$ cat src/rtl/serial_cfg_pkg.sv
package serial_cfg_pkg;

  typedef enum logic [2:0] {
    ST_IDLE,
    ST_INIT,
    ST_HUNT,
    ST_LEN,
    ST_DATA,
    ST_LAST,
    ST_USER
  } loadState_t;

  // strobes from control to datapath
  typedef struct packed {
    logic divRun;
    logic clkRun;
    logic memRst;
    logic clrCnt;
    logic incCnt;
    logic shiftHunt;
    logic shiftLen;
    logic emitBit;
  } dpStrobe_t;

  // conditions reported by datapath
  typedef struct packed {
    logic tick;
    logic initLast;
    logic huntHit;
    logic lenLast;
    logic lenZero;
    logic dataLast;
  } dpStatus_t;

endpackage

$ cat src/rtl/serial_cfg_dp.sv
module serial_cfg_dp
  import serial_cfg_pkg::*;
#(
  parameter int HALF = 2,
  parameter int PRE_W = 8,
  parameter logic [PRE_W-1:0] PRE_PAT = 8'hF2,
  parameter int LEN_W = 24,
  parameter int INIT_CYC = 4
) (
  input  logic      clk,
  input  logic      rstN,
  input  dpStrobe_t strb,
  input  logic      memData,
  output dpStatus_t stat,
  output logic      cfgClk,
  output logic      bitValid,
  output logic      bitData
);

  localparam int DIV_N = 2 * HALF;
  localparam int DIV_W = (DIV_N > 2) ? $clog2(DIV_N) : 1;
  localparam logic [DIV_W-1:0] RISE_AT = DIV_W'(HALF - 1);
  localparam logic [DIV_W-1:0] FALL_AT = DIV_W'(DIV_N - 1);
  localparam int CNT_W = LEN_W;

  logic [DIV_W-1:0] divCnt;
  logic             riseNow;
  logic             fallNow;
  logic             cfgClkQ;
  logic [CNT_W-1:0] cnt;
  logic [PRE_W-1:0] huntSr;
  logic [PRE_W-1:0] huntNext;
  logic [LEN_W-1:0] lenQ;
  logic [LEN_W-1:0] lenNext;
  logic             bitValidQ;
  logic             bitDataQ;

  // clock divider
  assign riseNow = strb.divRun && (divCnt == RISE_AT);
  assign fallNow = strb.divRun && (divCnt == FALL_AT);

  always_ff @(posedge clk or negedge rstN) begin
    if (!rstN) begin
      divCnt <= '0;
    end else if (!strb.divRun || divCnt == FALL_AT) begin
      divCnt <= '0;
    end else begin
      divCnt <= divCnt + DIV_W'(1);
    end
  end

  always_ff @(posedge clk or negedge rstN) begin
    if (!rstN) begin
      cfgClkQ <= 1'b0;
    end else if (!strb.divRun) begin
      cfgClkQ <= 1'b0;
    end else if (riseNow && strb.clkRun) begin
      cfgClkQ <= 1'b1;
    end else if (fallNow) begin
      cfgClkQ <= 1'b0;
    end
  end

  // shared counter: init periods, length bits, payload bits
  always_ff @(posedge clk or negedge rstN) begin
    if (!rstN) begin
      cnt <= '0;
    end else if (strb.clrCnt) begin
      cnt <= '0;
    end else if (strb.incCnt) begin
      cnt <= cnt + CNT_W'(1);
    end
  end

  // sync pattern window
  generate
    if (PRE_W == 1) begin : g_huntOne
      assign huntNext = memData;
    end else begin : g_huntMany
      assign huntNext = {huntSr[PRE_W-2:0], memData};
    end
  endgenerate

  always_ff @(posedge clk or negedge rstN) begin
    if (!rstN) begin
      huntSr <= '0;
    end else if (strb.memRst) begin
      huntSr <= '0;
    end else if (strb.shiftHunt) begin
      huntSr <= huntNext;
    end
  end

  // length field, MSB first
  assign lenNext = {lenQ[LEN_W-2:0], memData};

  always_ff @(posedge clk or negedge rstN) begin
    if (!rstN) begin
      lenQ <= '0;
    end else if (strb.shiftLen) begin
      lenQ <= lenNext;
    end
  end

  // payload output
  always_ff @(posedge clk or negedge rstN) begin
    if (!rstN) begin
      bitValidQ <= 1'b0;
      bitDataQ  <= 1'b0;
    end else begin
      bitValidQ <= strb.emitBit;
      if (strb.emitBit) bitDataQ <= memData;
    end
  end

  assign stat.tick     = riseNow;
  assign stat.initLast = (cnt == CNT_W'(INIT_CYC - 1));
  assign stat.huntHit  = (huntNext == PRE_PAT);
  assign stat.lenLast  = (cnt == CNT_W'(LEN_W - 1));
  assign stat.lenZero  = (lenNext == '0);
  assign stat.dataLast = (cnt == lenQ - CNT_W'(1));

  assign cfgClk   = cfgClkQ;
  assign bitValid = bitValidQ;
  assign bitData  = bitDataQ;

  p_init_clk_low_r3: assert property (@(posedge clk) disable iff (!rstN)
    strb.memRst |-> !cfgClkQ)
    else $error("cfgClk high during memory reset");

  p_clk_run_r4: assert property (@(posedge clk) disable iff (!rstN)
    $rose(cfgClkQ) |-> $past(strb.clkRun))
    else $error("cfgClk rose outside a run window");

  p_valid_pulse_r8: assert property (@(posedge clk) disable iff (!rstN)
    bitValidQ |=> !bitValidQ)
    else $error("bitValid longer than one cycle");

endmodule

$ cat src/rtl/serial_cfg_ctrl.sv
module serial_cfg_ctrl
  import serial_cfg_pkg::*;
(
  input  logic       clk,
  input  logic       rstN,
  input  logic [2:0] modeSel,
  input  logic       restartReq,
  input  dpStatus_t  stat,
  output dpStrobe_t  strb,
  output logic       doneOut,
  output logic       userEn,
  output logic       memReset
);

  loadState_t state, stateNext;

  always_ff @(posedge clk or negedge rstN) begin
    if (!rstN) state <= ST_IDLE;
    else       state <= stateNext;
  end

  always_comb begin
    stateNext = state;
    strb = '0;
    strb.divRun = (state != ST_IDLE);
    strb.clkRun = (state == ST_HUNT) || (state == ST_LEN) ||
                  (state == ST_DATA) || (state == ST_LAST);
    strb.memRst = (state == ST_INIT);
    unique case (state)
      ST_IDLE: begin
        if (modeSel == 3'b000) begin
          stateNext   = ST_INIT;
          strb.clrCnt = 1'b1;
        end
      end
      ST_INIT: begin
        if (stat.tick) begin
          if (stat.initLast) begin
            stateNext   = ST_HUNT;
            strb.clrCnt = 1'b1;
          end else begin
            strb.incCnt = 1'b1;
          end
        end
      end
      ST_HUNT: begin
        if (stat.tick) begin
          strb.shiftHunt = 1'b1;
          if (stat.huntHit) begin
            stateNext   = ST_LEN;
            strb.clrCnt = 1'b1;
          end
        end
      end
      ST_LEN: begin
        if (stat.tick) begin
          strb.shiftLen = 1'b1;
          if (stat.lenLast) begin
            stateNext   = stat.lenZero ? ST_LAST : ST_DATA;
            strb.clrCnt = 1'b1;
          end else begin
            strb.incCnt = 1'b1;
          end
        end
      end
      ST_DATA: begin
        if (stat.tick) begin
          strb.emitBit = 1'b1;
          if (stat.dataLast) stateNext = ST_LAST;
          else               strb.incCnt = 1'b1;
        end
      end
      ST_LAST: begin
        if (stat.tick) stateNext = ST_USER;
      end
      ST_USER: begin
        if (restartReq) stateNext = ST_IDLE;
      end
      default: stateNext = ST_IDLE;
    endcase
  end

  assign doneOut  = (state == ST_LAST) || (state == ST_USER);
  assign userEn   = (state == ST_USER);
  assign memReset = (state == ST_INIT);

  p_mode_gate_r2: assert property (@(posedge clk) disable iff (!rstN)
    (state == ST_IDLE && modeSel != 3'b000) |=> (state == ST_IDLE))
    else $error("load started with a non-serial mode");

  p_restart_r11: assert property (@(posedge clk) disable iff (!rstN)
    (state == ST_USER && restartReq) |=> !doneOut)
    else $error("restart did not drop done");

endmodule

$ cat src/rtl/serial_cfg_loader.sv
module serial_cfg_loader
  import serial_cfg_pkg::*;
#(
  parameter int HALF = 2,
  parameter int PRE_W = 8,
  parameter logic [PRE_W-1:0] PRE_PAT = 8'hF2,
  parameter int LEN_W = 24,
  parameter int INIT_CYC = 4
) (
  input  logic       clk,
  input  logic       rstN,
  input  logic [2:0] modeSel,
  input  logic       memData,
  input  logic       restartReq,
  output logic       cfgClk,
  output logic       memReset,
  output logic       doneOut,
  output logic       userEn,
  output logic       bitValid,
  output logic       bitData
);

  dpStrobe_t strb;
  dpStatus_t stat;

  serial_cfg_ctrl u_ctrl (
    .clk        (clk),
    .rstN       (rstN),
    .modeSel    (modeSel),
    .restartReq (restartReq),
    .stat       (stat),
    .strb       (strb),
    .doneOut    (doneOut),
    .userEn     (userEn),
    .memReset   (memReset)
  );

  serial_cfg_dp #(
    .HALF     (HALF),
    .PRE_W    (PRE_W),
    .PRE_PAT  (PRE_PAT),
    .LEN_W    (LEN_W),
    .INIT_CYC (INIT_CYC)
  ) u_dp (
    .clk      (clk),
    .rstN     (rstN),
    .strb     (strb),
    .memData  (memData),
    .stat     (stat),
    .cfgClk   (cfgClk),
    .bitValid (bitValid),
    .bitData  (bitData)
  );

  p_done_order_r10: assert property (@(posedge clk) disable iff (!rstN)
    $rose(userEn) |-> $past(doneOut))
    else $error("userEn rose without done");

  p_user_quiet_r10: assert property (@(posedge clk) disable iff (!rstN)
    (userEn && $past(userEn)) |-> !$rose(cfgClk))
    else $error("cfgClk edge after userEn");

endmodule

$ cat config.mk
export PLATFORM = sky130hd
export DESIGN_NAME = serial_cfg_loader
export DESIGN_NICKNAME = d
export VERILOG_FILES = /design/src/rtl/serial_cfg_pkg.sv /design/src/rtl/serial_cfg_dp.sv /design/src/rtl/serial_cfg_ctrl.sv /design/src/rtl/serial_cfg_loader.sv
export SDC_FILE = /design/constraint.sdc
export NUM_CORES = 1
export LEC_CHECK = 0
export CORE_MARGIN = 8
export CORE_UTILIZATION = 62
export DETAILED_ROUTE_END_ITERATION = 16
export HOLD_SLACK_MARGIN = 0.02
export PLACE_DENSITY = 0.8
export SETUP_SLACK_MARGIN = 0.5
export SLEW_MARGIN = 10
export SYNTH_ARGS = -nofsm -noshare
export SYNTH_HDL_FRONTEND = slang
export SYNTH_SLANG_ARGS = --single-unit
$ cat constraint.sdc
create_clock -name clk -period 3.85 [get_ports clk]
set_input_delay 0.77 -clock clk [delete_from_list [all_inputs] [get_ports clk]]
set_output_delay 0.77 -clock clk [all_outputs]
set_load 0.01 [all_outputs]
**After elaboration in Yosys (flattened, before gate mapping)**

Index checks and enable logic that the tools add are counted.

- Add/subtract/negate cells: 3
- Eq/ne operators: 24
- Multiplexer cells: 38
- Reductions and logical operators: 16

Operators by type and width:

| kind | count |
|---|---|
| $mux 24 | 2 |
| $mux 3 | 11 |
| $add 24x1->24 const B | 1 |
| $eq 24x2->1 const B | 1 |
| $eq 24x24->1 | 1 |
| $eq 24x5->1 const B | 1 |
| $logic_not 24->1 | 1 |
| $sub 24x1->24 const B | 1 |
| $pmux 3 s7 | 1 |
| $mux 1 | 17 |
| $mux 7 | 2 |
| $ne 2x1->1 const B | 7 |
| $reduce_and 11->1 | 1 |
| $eq 3x3->1 const B | 3 |
| $eq 8x8->1 const B | 1 |
| $ne 2x2->1 const B | 4 |
| $eq 3x2->1 const B | 2 |
| $logic_not 3->1 | 2 |
| $mux 2 | 3 |
| $logic_or 1x1->1 | 5 |
| $pmux 1 s4 | 1 |
| $reduce_bool 2->1 | 2 |
| $eq 3x1->1 const B | 1 |
| $logic_and 1x1->1 | 3 |
| 7 further kinds | 7 |

- Flip-flop bits (word level): 63
- Output and inout port bits: 6
- Logic and storage cells: 89

**Longest topological paths before layout**

- Depth in word-level cells: 7
- Gate-level depth with buffers: 14
- Gate-level depth less buffers: 11

**By module**

A second synthesis with hierarchy kept.

- Cells, all modules: 399
- Area, all modules: 3861.2 µm²

By module, submodules not included:

| module | instances | cells each | area each (µm²) | sequential area each (µm²) |
|---|---|---|---|---|
| serial_cfg_dp | 1 | 354 | 3489.6 | 1501.4 |
| serial_cfg_ctrl | 1 | 45 | 371.6 | 75.1 |

**Least setup slack after synthesis**

OpenSTA, ideal clock, no wires.

- Kind: reg-to-reg
- From: reg u_dp.lenQ[0]
- To: reg u_dp.cnt[1]
- Library setup time: 0.132 ns
- Arrival: 2.930 ns
- Slack: 0.788 ns
- Stages on the path, launching flop included: 15
- Buffers on the path: 3
- Period minus slack after synthesis: 3.062 ns
- Cells stage by stage: dfrtp_1 > inv_1 > ha_1 > nor3b_1 > clkbuf_1 > and4_1 > nand2_1 > nor4b_1 > a2111oi_4 > o2bb2ai_2 > nor2_2 > buf_2 > buf_4 > mux2i_1 > nor2_1

- Word-level cells in the longest chain between the ends: 6

RTL lines:

| item | line | text |
|---|---|---|
| start: declaration | serial_cfg_dp.sv:33 | `logic [LEN_W-1:0] lenQ;` |
| start signal: assignment | serial_cfg_dp.sv:101 | `lenQ <= lenNext;` |
| $sub 24x1->24 | serial_cfg_dp.sv:121 | `assign stat.dataLast = (cnt == lenQ - CNT_W'(1));` |
| $eq 24x24->1 | serial_cfg_dp.sv:121 |  |
| $mux 1 | serial_cfg_ctrl.sv:69 | `if (stat.dataLast) stateNext = ST_LAST;` |
| $mux 1 | serial_cfg_ctrl.sv:67 | `if (stat.tick) begin` |
| $pmux 1 s3 | serial_cfg_ctrl.sv:29 | `unique case (state)` |
| $reduce_bool 2->1 (no line) | n/a |  |
| end signal: assignment | serial_cfg_dp.sv:71 | `cnt <= cnt + CNT_W'(1);` |
| end: declaration | serial_cfg_dp.sv:30 | `logic [CNT_W-1:0] cnt;` |

Every way passes these cells.
A chain may end at the register's enable or synchronous reset.

**Final worst setup path**

- From: reg u_dp.lenQ[2]
- To: reg u_dp.cnt[22]

The elaborated chain is that of the path after synthesis.

==> reports/qor.csv <==
stage,metric,value,unit
worst_setup_path,cp-startpoint,u_dp.lenQ[2],
route,wl_met3,698,µm
synthesis,synth-edff-count,0,
placement,place_area,0.00411,mm²
cells_and_area,fillers,475,
worst_setup_path,crit_path_start_kind,register,
synthesis,synth_top_area_share,39.6,%
sta,relSlewSlack,59.8,%
worst_setup_path,cp.required,4120,ps
route,drt-initial-drc-count,271,
cells_and_area,layout.cells.non_filler,525,
power,p_leak,1.87,nW
sta,rsz0062_at_grt,false,
synthesis,synth.mux.area_fraction,7.51,%
worst_setup_path,timing.reg2reg.setup_slack,520,ps
synthesis,ys_async_sr_fraction,100,%
cells_and_area,area_growth,13.0,%
die,start_util,63.4,%
sta,finalWorstSetupSlack,518,ps
job,maxCapViolCount,0,
grt,grt_usage,22.2,%
placement,portBuffers,12,
grt,grt_remaining_overflow,0,
synthesis,yosys.area_share.simple,24.3,%
worst_setup_path,cp-endpoint,u_dp.cnt[22],
cells_and_area,drive_gt1_share,17.9,%
synthesis,synth_compound_area_share,16.1,%
clock_network,cts_max_level,3,
route,via_count,3495,
synthesis,synth_seq_cells,63,
clock_network,cts_hold_buf,0,
clock_network,cts_tree,yes,
worst_setup_path,crit_path_end_kind,register,
route,avgRoutedWirePerCell,19.0,µm
die,dieArea,0.00924,mm²
clock_network,numCtsBuffers,9,
worst_setup_path,cp_max_fo,29,
clock_network,insertion_delay,350,ps
synthesis,yosysSeqAreaShare,39.6,%
route,wl_met1,4.37,mm
worst_setup_path,cp.arrival,3610,ps
die,row_count,29,
synthesis,synthesis.area,0.00398,mm²
synthesis,synth_xor_xnor_area_share,7.04,%
synthesis,synth.distinct_cells,61,
grt,grt_antenna_before_repair,0,
sta,worst_pin_slew,599,ps
clock_network,clkTransAtPathRegs,70,ps
sta,hold_viol,0,
sta,period_share,86.6,%
cells_and_area,utilization,71.7,%
clock_network,cts.path.max_buffers,2,
route,ant_nets,0,
route,drc_errors,0,
placement,dp_hpwl,6.46,mm
die,core,0.00628,mm²
worst_hold_path,worstHoldPathType,primary input to asynchronous set/reset pin,
power,ir_drop,0.000453,V
synthesis,synth_cells,434,
worst_setup_path,regToRegStartpoint,u_dp.lenQ[2],
clock_network,root_buffer,clkbuf_8,
route,dr.max_layer_used,met4,
die,ios,13,
synthesis,ys.flop_type,dfrtp_1,
worst_setup_path,rr_worst_depth,10,
synthesis,synthTopCellsByArea,"dfrtp_1 (40%), mux2_2 (6.2%), xor2_1 (4.0%)",
sta,tns,0,ps
route,postRouteWirelength,9.98,mm
synthesis,syn_area_per_cell,9.17,µm²
sta,fin_skew,5.79,ps
grt,grt_max_degree,39,
route,route.met2.wl,4.68,mm
placement,gp_congestion,0.904,
worst_setup_path,path_class,register to register,
power,power_density,749,mW/mm²
synthesis,yosysMostFrequentCell,dfrtp_1,
synthesis,synth_adder_area_share,1.26,%
sta,setup-violations-final,0,
die,die_w,96.1,µm
placement,pre_cts_ws,345,ps
synthesis,yosysWarnings,0,
synthesis,yosysTopAreaCell,dfrtp_1,
route,firstDrtPassIters,6,
cells_and_area,diodes,0,
grt,first_global_vias,3285,
grt,grt_pass1_wl,15.9,mm
route,vias_per_cell,6.66,
synthesis,synth_common_cells,"dfrtp_1 (63), nand2_1 (39), a21oi_1 (24)",
run_status,status,completed,
synthesis,synth_nets,445,
cells_and_area,fin_area,0.00450,mm²
die,die_y,96.1,µm
sta,drv_slew,0,
clock_network,clkSinkCount,63,
cells_and_area,fin_nets,454,
sta,fmax,300,MHz
sta,layout_min_cycle_time,3330,ps
synthesis,synth_top_family_by_area,simple AND/OR/NAND/NOR gates,
placement,placed_cells,500,
worst_setup_path,r2r-end,u_dp.cnt[22],
==> state kept, by name (all words and copies together) (netlist names) <==
name and flops:
u_dp.bitValid 1, u_dp.bitData 1, u_dp.cnt 24, u_dp.huntSr 7
u_dp.cfgClk 1, u_dp.lenQ 24, u_dp.divCnt 2, u_ctrl.state 3
==> worst max-delay path: stages (launching register included) <==
cell,delay [ps]
dfrtp_2,480
nor4_4,460
nand4_4,210
or2_4,300
o311ai_1,380
a22oi_2,160
a21oi_2,300
nor2_2,100
buf_8,180
or4b_1,520
a21oi_1,160
==> cell families (layout without fill, tap and decap cells) <==
| kind of cell | Yosys count | in the layout |
|---|---|---|
| and+or+nand+nor | 173 | 173 |
| AOI/OAI and AO/OA | 97 | 97 |
| DFF | 63 | 63 |
| buffers and inverters | 38 | 52 |
| xor gates and xnor gates | 32 | 32 |
| muxes | 27 | 27 |
| adders and majority gates | 4 | 4 |
==> cells in the final DEF (no fill, tap or decap), types with 11 or more instances in the layout <==
cell	Yosys	final
nand3_1	20	20
o21ai_0	17	17
clkdlybuf4s50_1	0	11
nor2_1	23	23
clkbuf_8	0	12
xnor2_1	14	14
nand2_1	39	39
xor2_1	18	18
dfrtp_1	63	58
mux2_2	22	22
or3_1	13	13
buf_4	1	13
a21oi_1	24	21
nor3_1	13	12
==> metal layers <==
layer  track usage [%]  up-vias
met2              34.1      149
met3              6.08       25
met1              29.1     1700
li1                  -     1621
met5                 0        -
met4              8.83        0
==> report_power, final <==
part	leakage, nW	internal, mW	switching [mW]	total [mW]
registers	0.834	0.842	0.400	1.24
logic	0.931	0.709	0.808	1.52
clock network	0.103	0.353	0.259	0.612
total	1.87	1.90	1.47	3.37
==> how the worst min path moves through the flow <==
stage | start | endpoint | slack (ps)
finish | rstN | u_dp.divCnt[0] | 420
global route | rstN | u_dp.divCnt[0] | 450
CTS | rstN | u_dp.lenQ[1] | 430
detailed placement | u_dp.divCnt[0] | u_dp.divCnt[0] | 470
global placement | u_dp.divCnt[0] | u_dp.divCnt[0] | 460
floorplan | u_dp.divCnt[0] | u_dp.divCnt[0] | 440
==> final cells by class <==
| type | instances | area [µm²] | area share, % |
|---|---|---|---|
| repair buffers | 27 | 239 | 5.31 |
| clock inverters | 2 | 37.5 | 0.834 |
| clock buffers | 14 | 173 | 3.84 |
| well taps | 77 | 96.3 | 2.14 |
| inverters | 9 | 33.8 | 0.751 |
| multi-input cells | 333 | 2340 | 51.9 |
| flip-flops and latches | 63 | 1580 | 35.2 |
==> metrics by stage <==
stage	power (mW)	hold slack (ps)
floorplan	2.19	444
global placement	2.49	461
detailed placement	2.55	475
CTS	3.19	434
global route	3.59	455
finish	3.37	421
==> repair_timing <==
action / in CTS / in global routing
gates resized for setup: 3 / 23
setup endpoints to repair: 18 / 22
buffers inserted: 0 / 9
pin swaps: 0 / 8
No activity file was read; power rests on OpenSTA's default activity.
